### config.mk
export PLATFORM = sky130hd
export DESIGN_NAME = dbgap_regs
export DESIGN_NICKNAME = d
export VERILOG_FILES = /design/src/rtl/dbgap_pkg.sv /design/src/rtl/dbgap_decode.sv /design/src/rtl/dbgap_ctrl.sv /design/src/rtl/dbgap_rdmux.sv /design/src/rtl/dbgap_regs.sv
export SDC_FILE = /design/constraint.sdc
export NUM_CORES = 1
export LEC_CHECK = 0
export BUFFER_PORTS_ARGS = -buffer_cell sky130_fd_sc_hd__buf_4
export CAP_MARGIN = 0
export CORE_ASPECT_RATIO = 0.9
export CORE_MARGIN = 4
export CORE_UTILIZATION = 34
export DETAILED_ROUTE_END_ITERATION = 10
export PLACE_DENSITY_LB_ADDON = 0.05
export SLEW_MARGIN = 10
export SYNTH_ARGS = -nofsm -noshare
export SYNTH_HDL_FRONTEND = slang
export SYNTH_SLANG_ARGS = --single-unit
### constraint.sdc
create_clock -name clk -period 1.9 [get_ports clk]
set_input_delay 0.285 -clock clk [delete_from_list [all_inputs] [get_ports clk]]
set_output_delay 0.285 -clock clk [all_outputs]
set_load 0.02 [all_outputs]
### src/rtl/dbgap_pkg.sv
package dbgap_pkg;

   typedef enum logic [1:0] {
      RK_NONE = 2'd0,
      RK_STAT = 2'd1,
      RK_CTRL = 2'd2,
      RK_ID   = 2'd3
   } regkind_t;

   localparam int CTRL_W = 3;

endpackage

### src/rtl/dbgap_decode.sv
module dbgap_decode
   import dbgap_pkg::*;
#(
   parameter logic [7:0] AP_ID     = 8'h01,
   parameter logic [3:0] BANK_MAIN = 4'h0,
   parameter logic [3:0] BANK_ID   = 4'hF
) (
   input  logic       acc_valid,
   input  logic       acc_rnw,
   input  logic [7:0] ap_sel,
   input  logic [3:0] bank_sel,
   input  logic [1:0] word_addr,
   output regkind_t   kind,
   output logic       rd_en,
   output logic       ctrl_wr
);

   logic hit;

   always_comb begin
      hit  = acc_valid && (ap_sel == AP_ID);
      kind = RK_NONE;
      if (hit) begin
         if (bank_sel == BANK_MAIN && word_addr == 2'b00)    kind = RK_STAT;
         else if (bank_sel == BANK_MAIN && word_addr == 2'b01) kind = RK_CTRL;
         else if (bank_sel == BANK_ID && word_addr == 2'b11)   kind = RK_ID;
      end
      rd_en   = acc_valid && acc_rnw;
      ctrl_wr = !acc_rnw && (kind == RK_CTRL);
   end

endmodule

### src/rtl/dbgap_ctrl.sv
module dbgap_ctrl
   import dbgap_pkg::*;
(
   input  logic              clk,
   input  logic              rst_n,
   input  logic              wr_en,
   input  logic [CTRL_W-1:0] wbits,
   input  logic              secure,
   input  logic              erase_allow,
   input  logic              erase_done,
   output logic [CTRL_W-1:0] ctl_q,
   output logic              erase_pend,
   output logic              erase_req
);

   logic start;

   assign start = wr_en && wbits[0] && !ctl_q[0];

   always_ff @(posedge clk or negedge rst_n) begin
      if (!rst_n) begin
         ctl_q      <= '0;
         erase_pend <= 1'b0;
         erase_req  <= 1'b0;
      end else begin
         erase_req <= start && erase_allow;
         if (start) begin
            ctl_q[0]   <= 1'b1;
            erase_pend <= erase_allow;
         end else if (erase_pend && erase_done) begin
            ctl_q[0]   <= 1'b0;
            erase_pend <= 1'b0;
         end
         if (wr_en && !secure)
            ctl_q[CTRL_W-1:1] <= wbits[CTRL_W-1:1];
      end
   end

endmodule

### src/rtl/dbgap_rdmux.sv
module dbgap_rdmux
   import dbgap_pkg::*;
#(
   parameter int          DW       = 32,
   parameter logic [31:0] ID_VALUE = 32'h001C_0000
) (
   input  regkind_t          kind,
   input  logic [CTRL_W-1:0] ctl_q,
   input  logic              erase_ack,
   input  logic              secure,
   output logic [DW-1:0]     rd_word
);

   always_comb begin
      rd_word = '0;
      unique case (kind)
         RK_STAT: rd_word[1:0]        = {secure, erase_ack};
         RK_CTRL: rd_word[CTRL_W-1:0] = ctl_q;
         RK_ID:   rd_word             = ID_VALUE[DW-1:0];
         default: rd_word             = '0;
      endcase
   end

endmodule

### src/rtl/dbgap_regs.sv
module dbgap_regs
   import dbgap_pkg::*;
#(
   parameter int          DW        = 32,
   parameter logic [7:0]  AP_ID     = 8'h01,
   parameter logic [31:0] ID_VALUE  = 32'h001C_0000,
   parameter bit          READ_REG  = 1'b1
) (
   input  logic          clk,
   input  logic          rst_n,
   input  logic          acc_valid,
   input  logic          acc_rnw,
   input  logic [7:0]    ap_sel,
   input  logic [3:0]    bank_sel,
   input  logic [1:0]    word_addr,
   input  logic [DW-1:0] wdata,
   output logic [DW-1:0] rdata,
   input  logic          secure,
   input  logic          erase_allow,
   input  logic          erase_ack,
   input  logic          erase_done,
   output logic          erase_req,
   output logic          dbg_disable,
   output logic          halt_req
);

   localparam int ID_BITS = 32;

   if (DW != ID_BITS) begin : g_bad_dw
      $error("dbgap_regs: DW must be 32");
   end

   regkind_t          kind;
   logic              rd_en;
   logic              ctrl_wr;
   logic [CTRL_W-1:0] ctl_q;
   logic              erase_pend;
   logic [DW-1:0]     rd_word;

   dbgap_decode #(.AP_ID(AP_ID)) u_dec (
      .acc_valid (acc_valid),
      .acc_rnw   (acc_rnw),
      .ap_sel    (ap_sel),
      .bank_sel  (bank_sel),
      .word_addr (word_addr),
      .kind      (kind),
      .rd_en     (rd_en),
      .ctrl_wr   (ctrl_wr)
   );

   dbgap_ctrl u_ctl (
      .clk         (clk),
      .rst_n       (rst_n),
      .wr_en       (ctrl_wr),
      .wbits       (wdata[CTRL_W-1:0]),
      .secure      (secure),
      .erase_allow (erase_allow),
      .erase_done  (erase_done),
      .ctl_q       (ctl_q),
      .erase_pend  (erase_pend),
      .erase_req   (erase_req)
   );

   dbgap_rdmux #(.DW(DW), .ID_VALUE(ID_VALUE)) u_mux (
      .kind      (kind),
      .ctl_q     (ctl_q),
      .erase_ack (erase_ack),
      .secure    (secure),
      .rd_word   (rd_word)
   );

   if (READ_REG) begin : g_rd_reg
      logic [DW-1:0] rdata_q;
      always_ff @(posedge clk or negedge rst_n) begin
         if (!rst_n)     rdata_q <= '0;
         else if (rd_en) rdata_q <= rd_word;
      end
      assign rdata = rdata_q;
   end else begin : g_rd_comb
      assign rdata = rd_en ? rd_word : '0;
   end

   assign dbg_disable = ctl_q[1];
   assign halt_req    = ctl_q[2];

endmodule

==> results of run 1 <==
==> final timing paths <==
check / from / cells after the start / to
setup / recovery: bank_sel[1] / 8 / u_ctl.erase_pend
hold / removal: wdata[2] / 2 / u_ctl.ctl_q[2]
setup reg to reg: u_ctl.ctl_q[0] / 3 / u_ctl.erase_pend
hold reg to reg: rdata[1] / 2 / rdata[1]
max in group asynchronous: rst_n / 2 / u_ctl.erase_pend
min in group asynchronous: rst_n / 2 / rdata[1]
==> logic make-up (layout without fill, tap and decap cells) <==
group / Yosys count / in the layout
adders and majority gates: 3 / 3
DFF: 9 / 9
other: 1 / 26
and+or+nand+nor: 23 / 23
AOI/OAI and AO/OA: 9 / 9
muxes: 3 / 3
buffers and inverters: 29 / 48
==> area by class of cell <==
class	instances	area, sq um
multi-input combinational	64	474
tap	25	31.3
sequential	9	225
clock buffer	4	26.3
timing repair buffer	43	333
inverter	1	3.75
fill	191	877
==> synth_stat cells (all sizes together), types with 2 or more instances <==
| cell | n | share of area, % |
|---|---|---|
| nor3b | 2 | 2.1 |
| nand2 | 8 | 4.2 |
| a22oi | 2 | 2.1 |
| o31ai | 2 | 2.1 |
| or2 | 2 | 1.7 |
| buf | 28 | 29 |
| dfrtp | 9 | 31 |
| mux2 | 3 | 4.7 |
| ha | 3 | 5.2 |
| nor4 | 3 | 3.5 |
==> flip-flops by register name, indices dropped and copies added, names as in the netlist <==
register	cells
u_ctl.erase_req	1
u_ctl.erase_pend	1
rdata	4
u_ctl.ctl_q	3
==> per-stage QoR <==
step | util (%) | power (mW) | cells | area (sq um) | hold slack (ns)
after global placement | 51.0 | 0.309 | 140 | 1010 | 0.117
after global routing | 55.5 | 0.485 | 146 | 1090 | 0.255
after detailed placement | 51.0 | 0.310 | 140 | 1010 | 0.114
after floorplan | - | 0.293 | 102 | 877 | -0.0106
final | 55.5 | 0.452 | 146 | 1090 | 0.274
after CTS | 54.1 | 0.456 | 146 | 1070 | 0.270
==> power by group through the flow <==
stage,logic [mW],registers [mW],clock network [mW]
floorplan,0.0979,0.195,0
global placement,0.114,0.195,0
detailed placement,0.114,0.195,0
CTS,0.119,0.192,0.145
global route,0.131,0.192,0.163
finish,0.121,0.192,0.139
==> repair_timing <==
item | 4_1_cts | 5_1_grt
hold endpoints to repair | 9 | 0
hold buffers | 1 | 0
cloned | 0 | 0
gates resized for setup | 4 | 4
pin swaps | 5 | 4
setup endpoints to repair | 1 | 2
setup buffers | 1 | 0
==> layer usage <==
metal,vias to the layer above,track usage (%)
met4,0,5.93
met3,2,3.72
met2,40,16.3
met5,-,0
met1,275,11.6
li1,302,-
==> worst register-to-register path, cell delays in order (launching register included) <==
cell and delay (ns):
sky130_fd_sc_hd__dfrtp_1 0.42, sky130_fd_sc_hd__nor4bb_4 0.35, sky130_fd_sc_hd__nor3b_1 0.08, sky130_fd_sc_hd__or2_4 0.24
==> results.txt, run 1 <==
Setup violations remaining at the end of the flow were counted as 0. The count of H-tree levels built during CTS is 1. The maximum clock path buffer count is 2. Dividing the detail-routed wire length by the instance count gives 10.5 um. The highest metal layer carrying signal wires in the routed design is met4. The met1 wire length came out at 560 um. The initial core utilization came out at 36.6%. From bottom edge to top edge, the die measures 51.7 um. TritonCTS built the clock tree. The first-pass GRT wire length is 2.30 mm.

The synthesis-stage register bit count came out at 9. The area enclosed by the die boundary came out at 2920 sq um. The routed length on met3 came out at 210 um. The setup slack of the most critical reg-to-reg path is 0.70 ns.

Summing the areas of all compound-gate instances in the mapped netlist gives a little under a tenth of the synthesized area. The leakage power of the design is 0.552 nW. The power share of the combinational group came out at 26.8%.

The post-detailed-route count of antenna-violating nets came out at 0. The register area share after synthesis is around 31%. The classification of the worst-slack hold path is in -> reg. The sort of element at the start of the critical path is an input pin. The fraction of layout instances using a drive strength above 1 is 50.4%.

The final critical-path required period came out at 1.86 ns. Buffers inserted during clock tree synthesis total 3. The number of global-route vias before repair came to 562. The part of the power in registers is 42.4%. The diode insertion count for antenna repair came out at 0. For this run, the post-layout net count is ~180. After synthesis, the largest family of logic cells by area is buffers and inverters. Pin placement for this block handled 89 I/O pins. The delay of the slowest critical-path stage came out at 0.50 ns. The flow ran to the end, and the final reports show no timing, DRC or antenna violations. STA classifies the critical path endpoint as a flop. Per report_power, the clock group accounts for 30.7% of the total. The multiplexer fraction of the synthesized cell area came out at 4.69%. The period utilization is between 90 and 100%. Across all setup checks in the final design, the least slack found is between 0.04 and 0.05 ns.

The most frequent standard cell in the layout excluding fill and tap cells is sky130_fd_sc_hd__buf_4. The endpoint arrival time on the critical path is 1.99 ns. The simple-gate share of the synthesized area came out at 19.3%. At the placement stage, the worst setup path has a slack of -0.300 ns. The xor/xnor share of the synthesized area came out at 0%. Of the total power, the share spent switching nets is 29.6%. The largest net degree at the start of global routing came out at 10. Summed over all nets, the half-perimeter wirelength after detailed placement is 1.32 mm. Summed over all layers, the global routing overflow is 0.

The count of final max-slew check failures came out at 0. The internal power summed over all cells is around 320 uW. The ratio of total power to cell area came out at 414 nW/um^2. Counting flops with a built-in enable in the synthesized netlist gives 0. The core outline area is just under 2000 sq um.

In the layout the commonest cells are sky130_fd_sc_hd__buf_4 (40), sky130_fd_sc_hd__conb_1 (26), sky130_fd_sc_hd__dfrtp_1 (9). The synthesis warning total is 0. In the routed layout, each cell is associated on average with a via count of 4.24. The highest clock frequency the design can meet is ~540 MHz.

On the critical path the largest part of the delay comes from simple AND/OR/NAND/NOR gates. The total length of routed wires is 1.54 mm. The wire length on met2 came out at between 700 and 800 um. The power spent charging and discharging nets is 134 uW. The synthesized area per cell came out at 9.36 sq um. For this design, the sink count on the clock tree is 9. The clock-pin slew on the worst setup and hold paths came out at 0.05 ns. On the critical path, the stage with the largest delay is an instance of sky130_fd_sc_hd__or4_4. Counting every instance in the synthesized netlist gives 77. The largest fanout of any net on the critical path is 3.

The worst-skew pair later-pin latency is 0.25 ns. The width of the die came out at between 50 and 60 um. The DRC violations left came out at 0.

The number of cell rows came out at 15. The max-capacitance violation count came out at 0. The most used flip-flop cell after synthesis is sky130_fd_sc_hd__dfrtp_1. The unique cell type count in the Yosys netlist is 26. The number of antenna violations at the first check in global routing came out at 0. Summed over all failing endpoints, the final setup total negative slack is 0 ns. The synthesized-area fraction occupied by adder cells is ~5.2%.

The overall via count from detail_route is roughly 620. The port buffer count is 33. The pre-antenna-repair detailed-routing pass consisted of 4 iterations. The signal on the critical path passes through buf_4, nor4_4, a2bb2oi_2, or4_4, ha_4, nor4bb_4, and2_4, or2_4.

The critical path in this run is classified as in -> reg. The clock root buffer is sky130_fd_sc_hd__clkbuf_4. The share of async-settable or async-resettable flops after synthesis came out at 100%.

Together, buffers and inverters on the worst path number 1. The number of DRC markers after the initial detailed-route iteration is 8. At the end of routability-driven placement, the weighted congestion stood at 0.764.

The peak supply drop is 0.000209 V. The final-report hold violation count came out at 0. The global-route usage over all layers came out at 10.2%. From synthesis to final layout, the design area changed by 51.7%. Setup repair after global routing could not meet its margin everywhere.

The post-synthesis instance area is 721 sq um. Across the routed clock network, the largest skew measured is 0.00238 ns. The critical path data required time is 2.04 ns.
Power figures use the tool's default switching activity.
==> run 2: changes to the inputs <==
CORE_UTILIZATION = 25   (was 34)
PLACE_DENSITY = 0.7   (was default)
PLACE_DENSITY_LB_ADDON = default   (was 0.05)
==> run 2 against run 1 <==
Worst hold slack got worse by 0.014 ns; die area increased by 30%; wire length increased by 3.0%; largest cell class unchanged; utilization decreased by 17 points; first-iteration DRC count decreased by 13%; register-to-register slack about the same.
==> results.txt, run 2 (synthesis gave the netlist of run 1 again) <==
The flow ran to the end, and the final reports show no timing, DRC or antenna violations. The sum of overflow across all layers after global routing came out at 0 (unchanged). The number of cell rows is 18 (+3). The via-per-instance ratio is 3.82 (-9.9%). The clock-pin slew on the worst setup and hold paths was 0.06 ns (about the same). The width of the die came to 64.6 um (+14%). The count of final max-slew check failures is 0 (unchanged). The number of antenna violations at the first check in global routing is 0 (unchanged). The tree is rooted in a sky130_fd_sc_hd__clkbuf_4. The area growth from synthesis to layout came out at 46.4%. The leakage power of the design was 0.526 nW (-4.7%). The worst setup path is captured at a flop. The number of ports placed on the die boundary is 89 (unchanged).

The power share of the combinational group came to 26.0% (-0.8 points). The peak supply drop is 0.000154 V (-26%). The final-report hold violation count is 0 (unchanged).

The largest net degree at the start of global routing is 10 (unchanged). The ratio of total power to cell area came to 431 nW/um^2 (+4.3%). The sort of element at the start of the critical path is an input pin.

The largest clock skew in the final design is 0.00429 ns (+0.00191 ns). The critical path data required time came out at 2.05 ns (about the same). The critical path start-end classification is in -> reg. The port buffer count is 33 (unchanged). The sequential cell area in the final layout came to 225 sq um (unchanged).

The initial core utilization is 26.2% (-10 points). The worst-skew pair later-pin latency came to 0.26 ns (about the same). The total number of nets in the final design is 175 (-2.2%). The fraction of layout instances using a drive strength above 1 is 47.0% (-3.4 points).

The proportion of total power due to net switching came to 30.5% (+0.88 points). The max-capacitance violation count is 0 (unchanged). The number of iterations in the first detailed-routing pass is 4 (unchanged). The number of flip-flops under the largest register name is 4 (unchanged). The final critical-path required period is 1.85 ns (-0.0123 ns).

The endpoint arrival time on the critical path came out at 1.99 ns (about the same). Setup repair after global routing could not meet its margin everywhere. The diode insertion count for antenna repair is 0 (unchanged).

The count of H-tree levels built during CTS is 1 (unchanged). The worst hold slack across all endpoints came to 0.260 ns (-0.0144 ns). The area of the multi-input gates is 454 sq um (-4.2%). The internal power summed over all cells came out at 316 uW (-0.66%).

The largest fanout of any net on the critical path is 3 (unchanged). The sum of net half-perimeters after detailed placement came out at 1.45 mm (+9.4%). The period utilization came to 97.1% (-0.64 points). The instance area at placement came out at 1000 sq um (-0.37%). The global-route usage over all layers is 8.13% (-2.0 points). The final non-filler cell total came out at 157 (+7.5%).

The total length of routed wires came to 1.58 mm (+3.0%). The end-of-flow core utilization is 38.4% (-17 points). The post-route cell area is 1050 sq um (-3.5%). The classification of the worst-slack hold path is in -> reg. The part of the power in registers was 42.2% (-0.2 points). The DRC violations left is 0 (unchanged).

The fill cell instance count of the final layout is 299 (+57%). The vertical extent of the die is 58.9 um (+14%). The post-detailed-route count of antenna-violating nets came out at 0 (unchanged). The global placement routability congestion came out at 0.789 (+3.3%). The placed instance count came out at 152 (+8.6%). The first-pass GRT wire length is 2.36 mm (+2.4%). The number of clock sinks seen by CTS came out at 9 (unchanged). The number of global-route vias before repair came to 593 (+5.5%).

TritonCTS built the clock tree. The area enclosed by the die boundary is 3810 sq um (+30%). The highest clock frequency the design can meet was 542 MHz (+0.66%). The maximum clock path buffer count came out at 2 (unchanged). The number of DRC markers after the initial detailed-route iteration came out at 7 (-1). The total clock buffers created by CTS came out at 3 (unchanged). The wire length per cell came out at 10.1 um (-4.2%).

The relative contribution of the clock network to total power is 31.9% (+1.2 points). The overall via count from detail_route came out at 600 (-3.1%). The library cells used most frequently in the layout, excluding fill and tap cells, are sky130_fd_sc_hd__buf_4 (38), sky130_fd_sc_hd__conb_1 (26), sky130_fd_sc_hd__dfrtp_1 (9). The power spent charging and discharging nets came to 139 uW (+3.6%).

The most frequent standard cell in the layout excluding fill and tap cells is sky130_fd_sc_hd__buf_4. The core outline area came out at 2750 sq um (+39%). The count of endpoints failing setup in the final report came out at 0 (unchanged).
## run 2: per-layer routing
| metal | GRT usage, % | wire, um |
|---|---|---|
| met1 | 8.56 | 540 |
| met2 | 15.1 | 878 |
| met3 | 0.573 | 162 |
| met4 | 6.33 | 0 |
| met5 | 0 | 0 |
## run 2: per-stage QoR
stage                     setup WS, ns  total power [mW]  TNS [ns]
after floorplan                 -0.147             0.293    -0.241
final                           0.0545             0.455         0
after global routing           -0.0160             0.480   -0.0160
after CTS                       0.0117             0.463         0
after detailed placement        -0.318             0.310     -1.40
after global placement          -0.271             0.307     -1.02
## run 2: what timing repair did
item	4_1_cts	5_1_grt
hold buffers	1	0
setup buffers	0	0
pin swaps	3	3
hold endpoints to repair	9	0
gates cloned	0	0
setup endpoints to repair	1	3
resized for setup	1	2
## run 2: layout make-up
| cell class | instances | share of cell area, % |
|---|---|---|
| multi-input combinational | 64 | 43.1 |
| timing repair buffer | 39 | 28.0 |
| sequential | 9 | 21.4 |
| tap | 40 | 4.74 |
| clock buffer | 4 | 2.49 |
| inverter | 1 | 0.356 |
## run 2: power groups by stage
stage	logic, mW	clock network (mW)	registers [mW]
after floorplan	0.0979	0	0.195
after global placement	0.112	0	0.195
after detailed placement	0.114	0	0.195
after CTS	0.117	0.154	0.192
after global routing	0.128	0.160	0.192
final	0.118	0.145	0.192
## run 2: worst paths after layout
path	start	endpoint	slack (ns)	cells after the start
worst min-delay path	wdata[2]	u_ctl.ctl_q[2]	0.26	2
worst max register to register	u_ctl.ctl_q[0]	u_ctl.erase_pend	0.69	3
worst min register to register	rdata[1]	rdata[1]	0.51	2
worst max-delay path	ap_sel[2]	u_ctl.erase_pend	0.05	8
min in group asynchronous	rst_n	u_ctl.ctl_q[0]	0.39	2
max in group asynchronous	rst_n	rdata[0]	1.38	2
## run 2: worst max-delay path, stage by stage
cell                       delay (ns)
sky130_fd_sc_hd__buf_4           0.12
sky130_fd_sc_hd__nor4_4          0.24
sky130_fd_sc_hd__nand3b_1        0.12
sky130_fd_sc_hd__or4_1           0.50
sky130_fd_sc_hd__ha_2            0.22
sky130_fd_sc_hd__nor4bb_4        0.16
sky130_fd_sc_hd__and2_4          0.14
sky130_fd_sc_hd__or2_4           0.21
